<file path="src/rtl/deg_pkg.sv">
package deg_pkg;

  parameter int unsigned REG_AW = 4;

  typedef enum logic [REG_AW-1:0] {
    REG_MODE = 4'd0,
    REG_POL  = 4'd1,
    REG_DIR  = 4'd2,
    REG_WKEN = 4'd3,
    REG_MGEN = 4'd4,
    REG_DATA = 4'd5,
    REG_WSTS = 4'd6,
    REG_MSTS = 4'd7,
    REG_MISC = 4'd8
  } reg_sel_e;

  // Number of sticky status vectors kept per pin
  localparam int unsigned NUM_BANKS = 3;
  localparam int unsigned BANK_WAKE = 0;
  localparam int unsigned BANK_MGMT = 1;
  localparam int unsigned BANK_MISC = 2;

  // Event that drives the wake and management status bits of one pin
  function automatic logic sel_edge(logic ee, logic inv, logic rise, logic fall);
    if (ee) return rise | fall;
    return inv ? fall : rise;
  endfunction

  // Event that drives the miscellaneous status bit of one pin
  function automatic logic misc_edge(logic ee, logic rise, logic fall);
    return ee & (rise | fall);
  endfunction

  // Next value of a sticky bit: a new event wins over a clear
  function automatic logic sticky_next(logic cur, logic set, logic clr);
    return set | (cur & ~clr);
  endfunction

endpackage

</file>
<file path="src/rtl/deg_pin_sync.sv">
module deg_pin_sync #(
  parameter int unsigned N = 6
) (
  input  logic         clk,
  input  logic         rst_n,
  input  logic [N-1:0] pin_i,
  output logic [N-1:0] level_o,
  output logic [N-1:0] rise_o,
  output logic [N-1:0] fall_o
);

  for (genvar i = 0; i < N; i++) begin : g_pin
    logic meta_q, sync_q, prev_q;

    always_ff @(posedge clk or negedge rst_n) begin
      if (!rst_n) begin
        meta_q <= 1'b0;
        sync_q <= 1'b0;
        prev_q <= 1'b0;
      end else begin
        meta_q <= pin_i[i];
        sync_q <= meta_q;
        prev_q <= sync_q;
      end
    end

    assign level_o[i] = sync_q;
    assign rise_o[i]  = sync_q & ~prev_q;
    assign fall_o[i]  = ~sync_q & prev_q;
  end

endmodule

</file>
<file path="src/rtl/deg_event_sel.sv">
module deg_event_sel
  import deg_pkg::*;
#(
  parameter int unsigned N = 6
) (
  input  logic [N-1:0] mode_i,
  input  logic [N-1:0] pol_i,
  input  logic [N-1:0] rise_i,
  input  logic [N-1:0] fall_i,
  output logic [N-1:0] evt_std_o,
  output logic [N-1:0] evt_misc_o
);

  for (genvar i = 0; i < N; i++) begin : g_sel
    assign evt_std_o[i]  = sel_edge(mode_i[i], pol_i[i], rise_i[i], fall_i[i]);
    assign evt_misc_o[i] = misc_edge(mode_i[i], rise_i[i], fall_i[i]);
  end

endmodule

</file>
<file path="src/rtl/deg_sticky_bank.sv">
module deg_sticky_bank
  import deg_pkg::*;
#(
  parameter int unsigned N = 6
) (
  input  logic         clk,
  input  logic         rst_n,
  input  logic [N-1:0] set_i,
  input  logic [N-1:0] clr_i,
  output logic [N-1:0] sts_o
);

  logic [N-1:0] sts_q;

  for (genvar i = 0; i < N; i++) begin : g_bit
    always_ff @(posedge clk or negedge rst_n) begin
      if (!rst_n) sts_q[i] <= 1'b0;
      else        sts_q[i] <= sticky_next(sts_q[i], set_i[i], clr_i[i]);
    end
  end

  assign sts_o = sts_q;

endmodule

</file>
<file path="src/rtl/deg_regfile.sv">
module deg_regfile
  import deg_pkg::*;
#(
  parameter int unsigned N      = 6,
  parameter int unsigned DATA_W = 8
) (
  input  logic              clk,
  input  logic              rst_n,
  input  logic [REG_AW-1:0] bus_addr,
  input  logic              bus_we,
  input  logic [DATA_W-1:0] bus_wdata,
  output logic [DATA_W-1:0] bus_rdata,
  input  logic [N-1:0]      level_i,
  input  logic [N-1:0]      wake_sts_i,
  input  logic [N-1:0]      mgmt_sts_i,
  input  logic [N-1:0]      misc_sts_i,
  output logic [N-1:0]      mode_o,
  output logic [N-1:0]      pol_o,
  output logic [N-1:0]      dir_o,
  output logic [N-1:0]      wake_en_o,
  output logic [N-1:0]      mgmt_en_o,
  output logic [N-1:0]      clr_wake_o,
  output logic [N-1:0]      clr_mgmt_o,
  output logic [N-1:0]      clr_misc_o
);

  localparam int unsigned PAD_W = DATA_W - N;

  logic [N-1:0] wbits;
  logic [N-1:0] mode_q, pol_q, dir_q, wken_q, mgen_q;
  logic [N-1:0] rd_bits;

  assign wbits = bus_wdata[N-1:0];

  if (PAD_W > 0) begin : g_pad
    logic unused_wdata_hi;
    assign unused_wdata_hi = ^bus_wdata[DATA_W-1:N];
    assign bus_rdata = {{PAD_W{1'b0}}, rd_bits};
  end else begin : g_nopad
    assign bus_rdata = rd_bits;
  end

  always_ff @(posedge clk or negedge rst_n) begin
    if (!rst_n) begin
      mode_q <= '0;
      pol_q  <= '0;
      dir_q  <= '0;
      wken_q <= '0;
      mgen_q <= '0;
    end else if (bus_we) begin
      unique case (bus_addr)
        REG_MODE: mode_q <= wbits;
        REG_POL:  pol_q  <= wbits;
        REG_DIR:  dir_q  <= wbits;
        REG_WKEN: wken_q <= wbits;
        REG_MGEN: mgen_q <= wbits;
        default: ;
      endcase
    end
  end

  always_comb begin
    unique case (bus_addr)
      REG_MODE: rd_bits = mode_q;
      REG_POL:  rd_bits = pol_q;
      REG_DIR:  rd_bits = dir_q;
      REG_WKEN: rd_bits = wken_q;
      REG_MGEN: rd_bits = mgen_q;
      REG_DATA: rd_bits = level_i ^ pol_q;
      REG_WSTS: rd_bits = wake_sts_i;
      REG_MSTS: rd_bits = mgmt_sts_i;
      REG_MISC: rd_bits = misc_sts_i;
      default:  rd_bits = '0;
    endcase
  end

  assign clr_wake_o = (bus_we && bus_addr == REG_WSTS) ? wbits : '0;
  assign clr_mgmt_o = (bus_we && bus_addr == REG_MSTS) ? wbits : '0;
  assign clr_misc_o = (bus_we && bus_addr == REG_MISC) ? wbits : '0;

  assign mode_o    = mode_q;
  assign pol_o     = pol_q;
  assign dir_o     = dir_q;
  assign wake_en_o = wken_q;
  assign mgmt_en_o = mgen_q;

endmodule

</file>
<file path="src/rtl/dual_edge_irq_ctl.sv">
module dual_edge_irq_ctl
  import deg_pkg::*;
#(
  parameter int unsigned NUM_PINS = 6,
  parameter int unsigned DATA_W   = 8
) (
  input  logic                clk,
  input  logic                rst_n,
  input  logic [NUM_PINS-1:0] pin_i,
  input  logic [REG_AW-1:0]   bus_addr,
  input  logic                bus_we,
  input  logic [DATA_W-1:0]   bus_wdata,
  output logic [DATA_W-1:0]   bus_rdata,
  output logic                wake_irq,
  output logic                mgmt_irq
);

  logic [NUM_PINS-1:0] level, rise, fall;
  logic [NUM_PINS-1:0] evt_std, evt_misc;
  logic [NUM_PINS-1:0] mode, pol, dir, wake_en, mgmt_en;
  logic [NUM_PINS-1:0] clr_wake, clr_mgmt, clr_misc;
  logic [NUM_PINS-1:0] wake_sts, mgmt_sts, misc_sts;
  logic [NUM_PINS-1:0] bank_set [NUM_BANKS];
  logic [NUM_PINS-1:0] bank_clr [NUM_BANKS];
  logic [NUM_PINS-1:0] bank_sts [NUM_BANKS];
  logic                unused_dir;

  deg_pin_sync #(.N(NUM_PINS)) u_sync (
    .clk     (clk),
    .rst_n   (rst_n),
    .pin_i   (pin_i),
    .level_o (level),
    .rise_o  (rise),
    .fall_o  (fall)
  );

  deg_event_sel #(.N(NUM_PINS)) u_sel (
    .mode_i     (mode),
    .pol_i      (pol),
    .rise_i     (rise),
    .fall_i     (fall),
    .evt_std_o  (evt_std),
    .evt_misc_o (evt_misc)
  );

  assign bank_set[BANK_WAKE] = evt_std;
  assign bank_set[BANK_MGMT] = evt_std;
  assign bank_set[BANK_MISC] = evt_misc;
  assign bank_clr[BANK_WAKE] = clr_wake;
  assign bank_clr[BANK_MGMT] = clr_mgmt;
  assign bank_clr[BANK_MISC] = clr_misc;

  for (genvar b = 0; b < NUM_BANKS; b++) begin : g_bank
    deg_sticky_bank #(.N(NUM_PINS)) u_bank (
      .clk   (clk),
      .rst_n (rst_n),
      .set_i (bank_set[b]),
      .clr_i (bank_clr[b]),
      .sts_o (bank_sts[b])
    );
  end

  assign wake_sts = bank_sts[BANK_WAKE];
  assign mgmt_sts = bank_sts[BANK_MGMT];
  assign misc_sts = bank_sts[BANK_MISC];

  deg_regfile #(.N(NUM_PINS), .DATA_W(DATA_W)) u_regs (
    .clk        (clk),
    .rst_n      (rst_n),
    .bus_addr   (bus_addr),
    .bus_we     (bus_we),
    .bus_wdata  (bus_wdata),
    .bus_rdata  (bus_rdata),
    .level_i    (level),
    .wake_sts_i (wake_sts),
    .mgmt_sts_i (mgmt_sts),
    .misc_sts_i (misc_sts),
    .mode_o     (mode),
    .pol_o      (pol),
    .dir_o      (dir),
    .wake_en_o  (wake_en),
    .mgmt_en_o  (mgmt_en),
    .clr_wake_o (clr_wake),
    .clr_mgmt_o (clr_mgmt),
    .clr_misc_o (clr_misc)
  );

  // Direction is kept for software only; detection never looks at it
  assign unused_dir = ^dir;

  assign wake_irq = |(wake_sts & wake_en & mode);
  assign mgmt_irq = |(mgmt_sts & mgmt_en & mode);

endmodule

</file>
<file path="config.mk">
export PLATFORM = sky130hd
export DESIGN_NAME = dual_edge_irq_ctl
export DESIGN_NICKNAME = d
export VERILOG_FILES = /design/src/rtl/deg_pkg.sv /design/src/rtl/deg_pin_sync.sv /design/src/rtl/deg_event_sel.sv /design/src/rtl/deg_sticky_bank.sv /design/src/rtl/deg_regfile.sv /design/src/rtl/dual_edge_irq_ctl.sv
export SDC_FILE = /design/constraint.sdc
export NUM_CORES = 1
export LEC_CHECK = 0
export BUFFER_PORTS_ARGS = -buffer_cell sky130_fd_sc_hd__buf_2
export CAP_MARGIN = 40
export CORE_MARGIN = 3
export CORE_UTILIZATION = 55
export DETAILED_ROUTE_END_ITERATION = 16
export PLACE_DENSITY = 0.75
export SLEW_MARGIN = 20
export SYNTH_ARGS = -nofsm -noshare
export SYNTH_HDL_FRONTEND = slang
export SYNTH_HIERARCHICAL = 1
export SYNTH_SLANG_ARGS = --single-unit
</file>
<file path="constraint.sdc">
create_clock -name clk -period 2.5 [get_ports clk]
set_input_delay 0.375 -clock clk [delete_from_list [all_inputs] [get_ports clk]]
set_output_delay 0.375 -clock clk [all_outputs]
set_load 0.005 [all_outputs]
</file>
# Word level (Yosys, flattened, before mapping)
# Cells that the tools add are included.
word_totals:
  ff_bits: 66
  in_bits: 21
classes:
  reduce_logical: 11
  n_mux: 28
  bitwise_logic: 95
  eq_ne: 8
op_table:
  columns: ["operator", "n"]
  rows:
  - ["$pmux W6 S9", 1]
  - ["$and A1 B1 Y1", 36]
  - ["$not A1 Y1", 30]
  - ["$and A6 B6 Y6", 4]
  - ["$mux W1", 24]
  - ["$or A1 B1 Y1", 24]
  - ["$mux W6", 3]
  - ["$eq A4 B3 Y1 const B", 4]
  - ["$reduce_or A6 Y1", 2]
  - ["$reduce_and A2 Y1", 5]
  - ["$eq A4 B2 Y1 const B", 2]
  - ["$xor A6 B6 Y6", 1]
  - ["$eq A4 B1 Y1 const B", 1]
  - ["$eq A4 B4 Y1 const B", 1]
  - ["$logic_not A4 Y1", 1]
  - ["$logic_and A1 B1 Y1", 3]

# Logic depth before layout (Yosys ltp)
logic_depth:
  ltp_word: 6
  ltp_mapped: 7
  depth_no_buf: 6

# Modules after synthesis
# The synthesis kept the hierarchy.
modules_own_cells:
  columns: ["module", "area_per_inst_um2", "instances", "seq_area_each_um2", "cells_each"]
  rows:
  - ["deg_regfile", 1870.5, 1, 750.7, 167]
  - ["deg_sticky_bank", 217.7, 3, 150.1, 18]
  - ["deg_pin_sync", 600.6, 1, 450.4, 36]
  - ["deg_event_sel", 165.2, 1, 0.0, 26]
  - ["dual_edge_irq_ctl", 85.1, 1, 0.0, 14]

# Worst setup path before layout
# Ideal clock, no wire load.
synth_timing:
  path_type: "in2out"
  from: "input bus_addr[1]"
  to: "output bus_rdata[0]"
  setup_slack_ps: 855
  cell_stages: 4
  arrival_ps: 1270
  required_ps: 2125
  cell_sequence: "buf_6 -> mux2_4 -> a222oi_1 -> o221ai_1"
synth_between:
  elab_chain_cells: 2
  word_cells_on_any_way: 10
  classes_between: "eq/ne: 8; mux: 1; reduce/logical: 1"
synth_rtl:
  columns: ["element", "line", "text"]
  rows:
  - ["start: declaration", "dual_edge_irq_ctl.sv:10", "input logic [REG_AW-1:0] bus_addr,"]
  - ["$eq A4 B4 Y1 (tied with other cells)", "deg_regfile.sv:63", "unique case (bus_addr)"]
  - ["$pmux W6 S9 (*)", "deg_regfile.sv:63", null]
  - ["end: declaration", "dual_edge_irq_ctl.sv:13", "output logic [DATA_W-1:0] bus_rdata,"]
# Mark *: on every way between the ends. The rest lies on a longest branch, timed or not.

# Worst setup path in the final report
layout_timing:
  from: "input bus_addr[1]"
  to: "output bus_rdata[4]"
# Same word-level chain as after synthesis.

==> summary.txt <==
Finish
  – Fill count: 454
  – Number of diodes: 0
  – Share of cells above drive strength 1: 0.3000
  – Fin cells: between 400 and 500
  – Post-layout nets: approximately 350
  – Area delta synth->final: 10.49%

Floorplanning
  – I/O pin total: 31
  – Initial core utilization: 0.5911
  – Placeable Area: ~5700 sq um
  – DIE HEIGHT: about 84 um
  – DIE AREA: 7112 sq um
  – Standard-cell rows: 27
  – Die width: between 80 and 90 um

Yosys
  – Mean Syn Cell Area: 11.36 sq um
  – Post-Synth Simple-Gate Area: 0.1631
  – Synthesized instance count: 297
  – Number of synthesized flops with an enable pin: 0
  – Top_reg_cell synth: dfrtp_1
  – Synthesis Warnings: 6
  – XOR/XNOR share of the synthesized area: 0.01557
  – Adder-cell share of the synthesized area: 0
  – Synth unique cells: 43
  – Mux contribution to synthesized area: 0.1383
  – Yosys reg bits: 66
  – Asr flop ratio synth: 1.000
  – Synth Area in Compound Gates: 0.1416
  – Mapped Area: about 3400 sq um
  – Sequential share of the synthesized area: 0.4894
  – Largest family of logic cells by synthesized area: simple AND/OR/NAND/NOR gates

Run status
  – Status: finished, final reports clean

Worst hold path
  – HP Class: input pin to asynchronous set/reset pin

Timing
  – Worst-Margin Slew: about 640 ps
  – F_max: approximately 440 MHz
  – Minimum clock period: around 2300 ps
  – Clock Skews: 6.587 ps
  – Slew headroom: 0.5730
  – Final worst path period share: 0.9026
  – Final Hold Vio Count: 0
  – Setup-failing EPs final: 0
  – RSZ-0062 raised after global routing: false
  – Slew Viols, Final: 0
  – Total negative slack: 0 ps

Worst setup path
  – Worst path required time: between 2000 and 2500 ps
  – Most used cell, CP: buf_2
  – Critical Path AT: about 1900 ps
  – Worst R2R Path Depth: 4
  – Critical path buffers and inverters: 2
  – CP max stage delay: ~400 ps
  – Setup Crit Path Kind: input pin to output port
  – Worst r2r src: u_sync/g_pin[2].sync_q$_DFF_PN0_
  – CP startpoint kind: input pin
  – Setup slack, reg-to-reg: around 1100 ps
  – Max FO, Critical Path: 24
  – Critical-path cell list: buf_2, mux2_2, a22oi_1, o21ai_0, a211o_1, buf_2
  – Critical Path End Type: output port
  – Capture point of the worst reg-to-reg path: g_bank[1].u_bank/sts_o[2]$_DFF_PN0_
  – CP max-delay cell: buf_2
  – CP top delay family: compound AO/OA/AOI/OAI gates

GRT
  – Largest net degree at the start of global routing: 30
  – Initial antenna violation count: 0
  – Via count of the first global-routing pass: ~2.3k
  – Total grt overflow: 0
  – First-pass GRT wire length: 12.09 mm
  – Gr usage total: 0.2221

CTS
  – # Post-CTS Setup Buffers: 0
  – CTS Buffer Depth: 2
  – CTS buffer count: 9
  – Hold buffer count at CTS: 0
  – Clock sink count: 66
  – Reg clk slew, reported paths: ~70 ps
  – Post-CTS resize count: 0
  – CTS tree: done
  – CTS root buffer: clkbuf_8
  – H-tree depth: 3
  – Worst-Skew Late Latency: 340 ps

Detailed routing
  – Routed len/inst: 18.59 um
  – Uppermost layer routed: met4
  – Wl on met1: roughly 3.4 mm
  – Total Wirelength: between 7 and 8 mm
  – Vias per cell: 5.883
  – DR iter-0 viols: 170
  – Residual DRC: 0
  – First drt pass iteration count: 5
  – Routed met2 length: approximately 3.5 mm
  – Total number of vias: 2365
  – Post-route ant nets: 0
  – Met3 Routed Length: 372 um

Pwr
  – Total Power: between 2 and 3 mW
  – Power Density: 714.9 nW/um^2
  – Max rail drop VDD: between 0.0004 and 0.0005 V
  – Leakage: around 1.6 nW

Run
  – Number of max-cap violations: 0

Placed design
  – GPL Wtd Cong: ~0.86
  – PortBufs: 26
  – DP Cell Count: 386
  – Detailed placer's ending HPWL: about 5.2 mm
## worst reg2reg max path: stages, from the launching register on
cell	delay [ps]
dfrtp_1	400
and2b_2	250
mux2_1	300
o22a_1	220
a21o_1	170
## area by class of cell
class | count | area [sq um] | share of cell area
Clock buffer | 10 | 137.6 | 0.03691
Clock inverter | 6 | 42.54 | 0.01141
Inverter | 19 | 71.32 | 0.01913
Multi-Input combinational cell | 198 | 1555 | 0.4171
Sequential cell | 66 | 1652 | 0.4430
Tap cell | 72 | 90.09 | 0.02416
Timing Repair Buffer | 31 | 180.2 | 0.04832
## cells in the mapped netlist, types with 4 or more instances
| cell type | number | area share |
|---|---|---|
| nor3_1 | 8 | 0.012 |
| o21a_1 | 6 | 0.013 |
| nand2b_1 | 6 | 0.011 |
| xor2_1 | 6 | 0.016 |
| and2b_2 | 12 | 0.031 |
| and3_1 | 7 | 0.013 |
| nand2_1 | 5 | 0.0056 |
| nor3b_1 | 4 | 0.0089 |
| dfrtp_1 | 66 | 0.49 |
| a31oi_1 | 9 | 0.017 |
| inv_1 | 19 | 0.021 |
| buf_2 | 5 | 0.0074 |
| buf_4 | 8 | 0.018 |
| mux2_2 | 35 | 0.12 |
| a22oi_1 | 11 | 0.024 |
| and2_1 | 21 | 0.039 |
| a21oi_1 | 4 | 0.0059 |
| a21o_1 | 18 | 0.040 |
| nor2_1 | 6 | 0.0067 |
## how the worst max path moves through the flow
stage                startpoint  slack [ps]           end  cells past startpoint
floorplan           bus_addr[1]         860  bus_rdata[0]                      4
global placement    bus_addr[1]         270  bus_rdata[3]                      5
detailed placement  bus_addr[1]         250  bus_rdata[4]                      6
CTS                 bus_addr[1]         250  bus_rdata[4]                      6
global route        bus_addr[1]         160  bus_rdata[4]                      6
finish              bus_addr[1]         240  bus_rdata[4]                      6
## flip-flops by register name, summed over array words and instances (netlist names)
signal	flops
u_regs/dir_o	6
g_bank.u_bank/sts_o	18
u_sync/g_pin.sync_q	6
u_sync/g_pin.prev_q	6
u_regs/mgmt_en_o	6
u_regs/pol_o	6
u_sync/g_pin.meta_q	6
u_regs/wake_en_o	6
u_regs/mode_o	6
## layout by cell type, fill, tap and decap left out, types with 7 or more instances in the layout
cell / count
dfrtp_1: 66
mux2_2: 35
buf_2: 26
and2_1: 21
inv_1: 19
a21o_1: 18
and2b_2: 12
a22oi_1: 11
clkbuf_8: 10
a31oi_1: 9
nor3_1: 8
and3_1: 7
## layer usage
metal	vias to the layer above	GRT usage
met3	12	0.04220
met1	1161	0.3165
li1	1120	-
met5	-	0
met4	0	0.1022
met2	72	0.3300
## stage by stage
stage          setup slack [ps]  utilization  hold slack, ps  area [sq um]
3_3_place_gp              274.3       0.6215           332.0          3548
5_1_grt                   157.9       0.6531           96.34          3729
2_1_floorplan             855.2            -           79.41          3378
4_1_cts                   254.9       0.6531           64.62          3729
6_report                  243.4       0.6531           49.91          3729
3_5_place_dp              247.0       0.6215           335.5          3548
## power breakdown
| group | total [mW] | internal (mW) | switching [mW] | leakage [nW] |
|---|---|---|---|---|
| clock network | 0.799 | 0.386 | 0.414 | 0.0882 |
| registers | 1.37 | 1.22 | 0.146 | 0.742 |
| logic | 0.500 | 0.279 | 0.221 | 0.775 |
| total | 2.67 | 1.88 | 0.781 | 1.60 |
## kinds of logic after synthesis
logic type | count (synthesis)
AOI/OAI and AO/OA | 65
xor gates and xnor gates | 6
buffers and inverters | 34
DFF | 66
muxes | 41
other | 1
and+or+nand+nor | 84
Note: power is estimated with default switching activity, not from simulation.
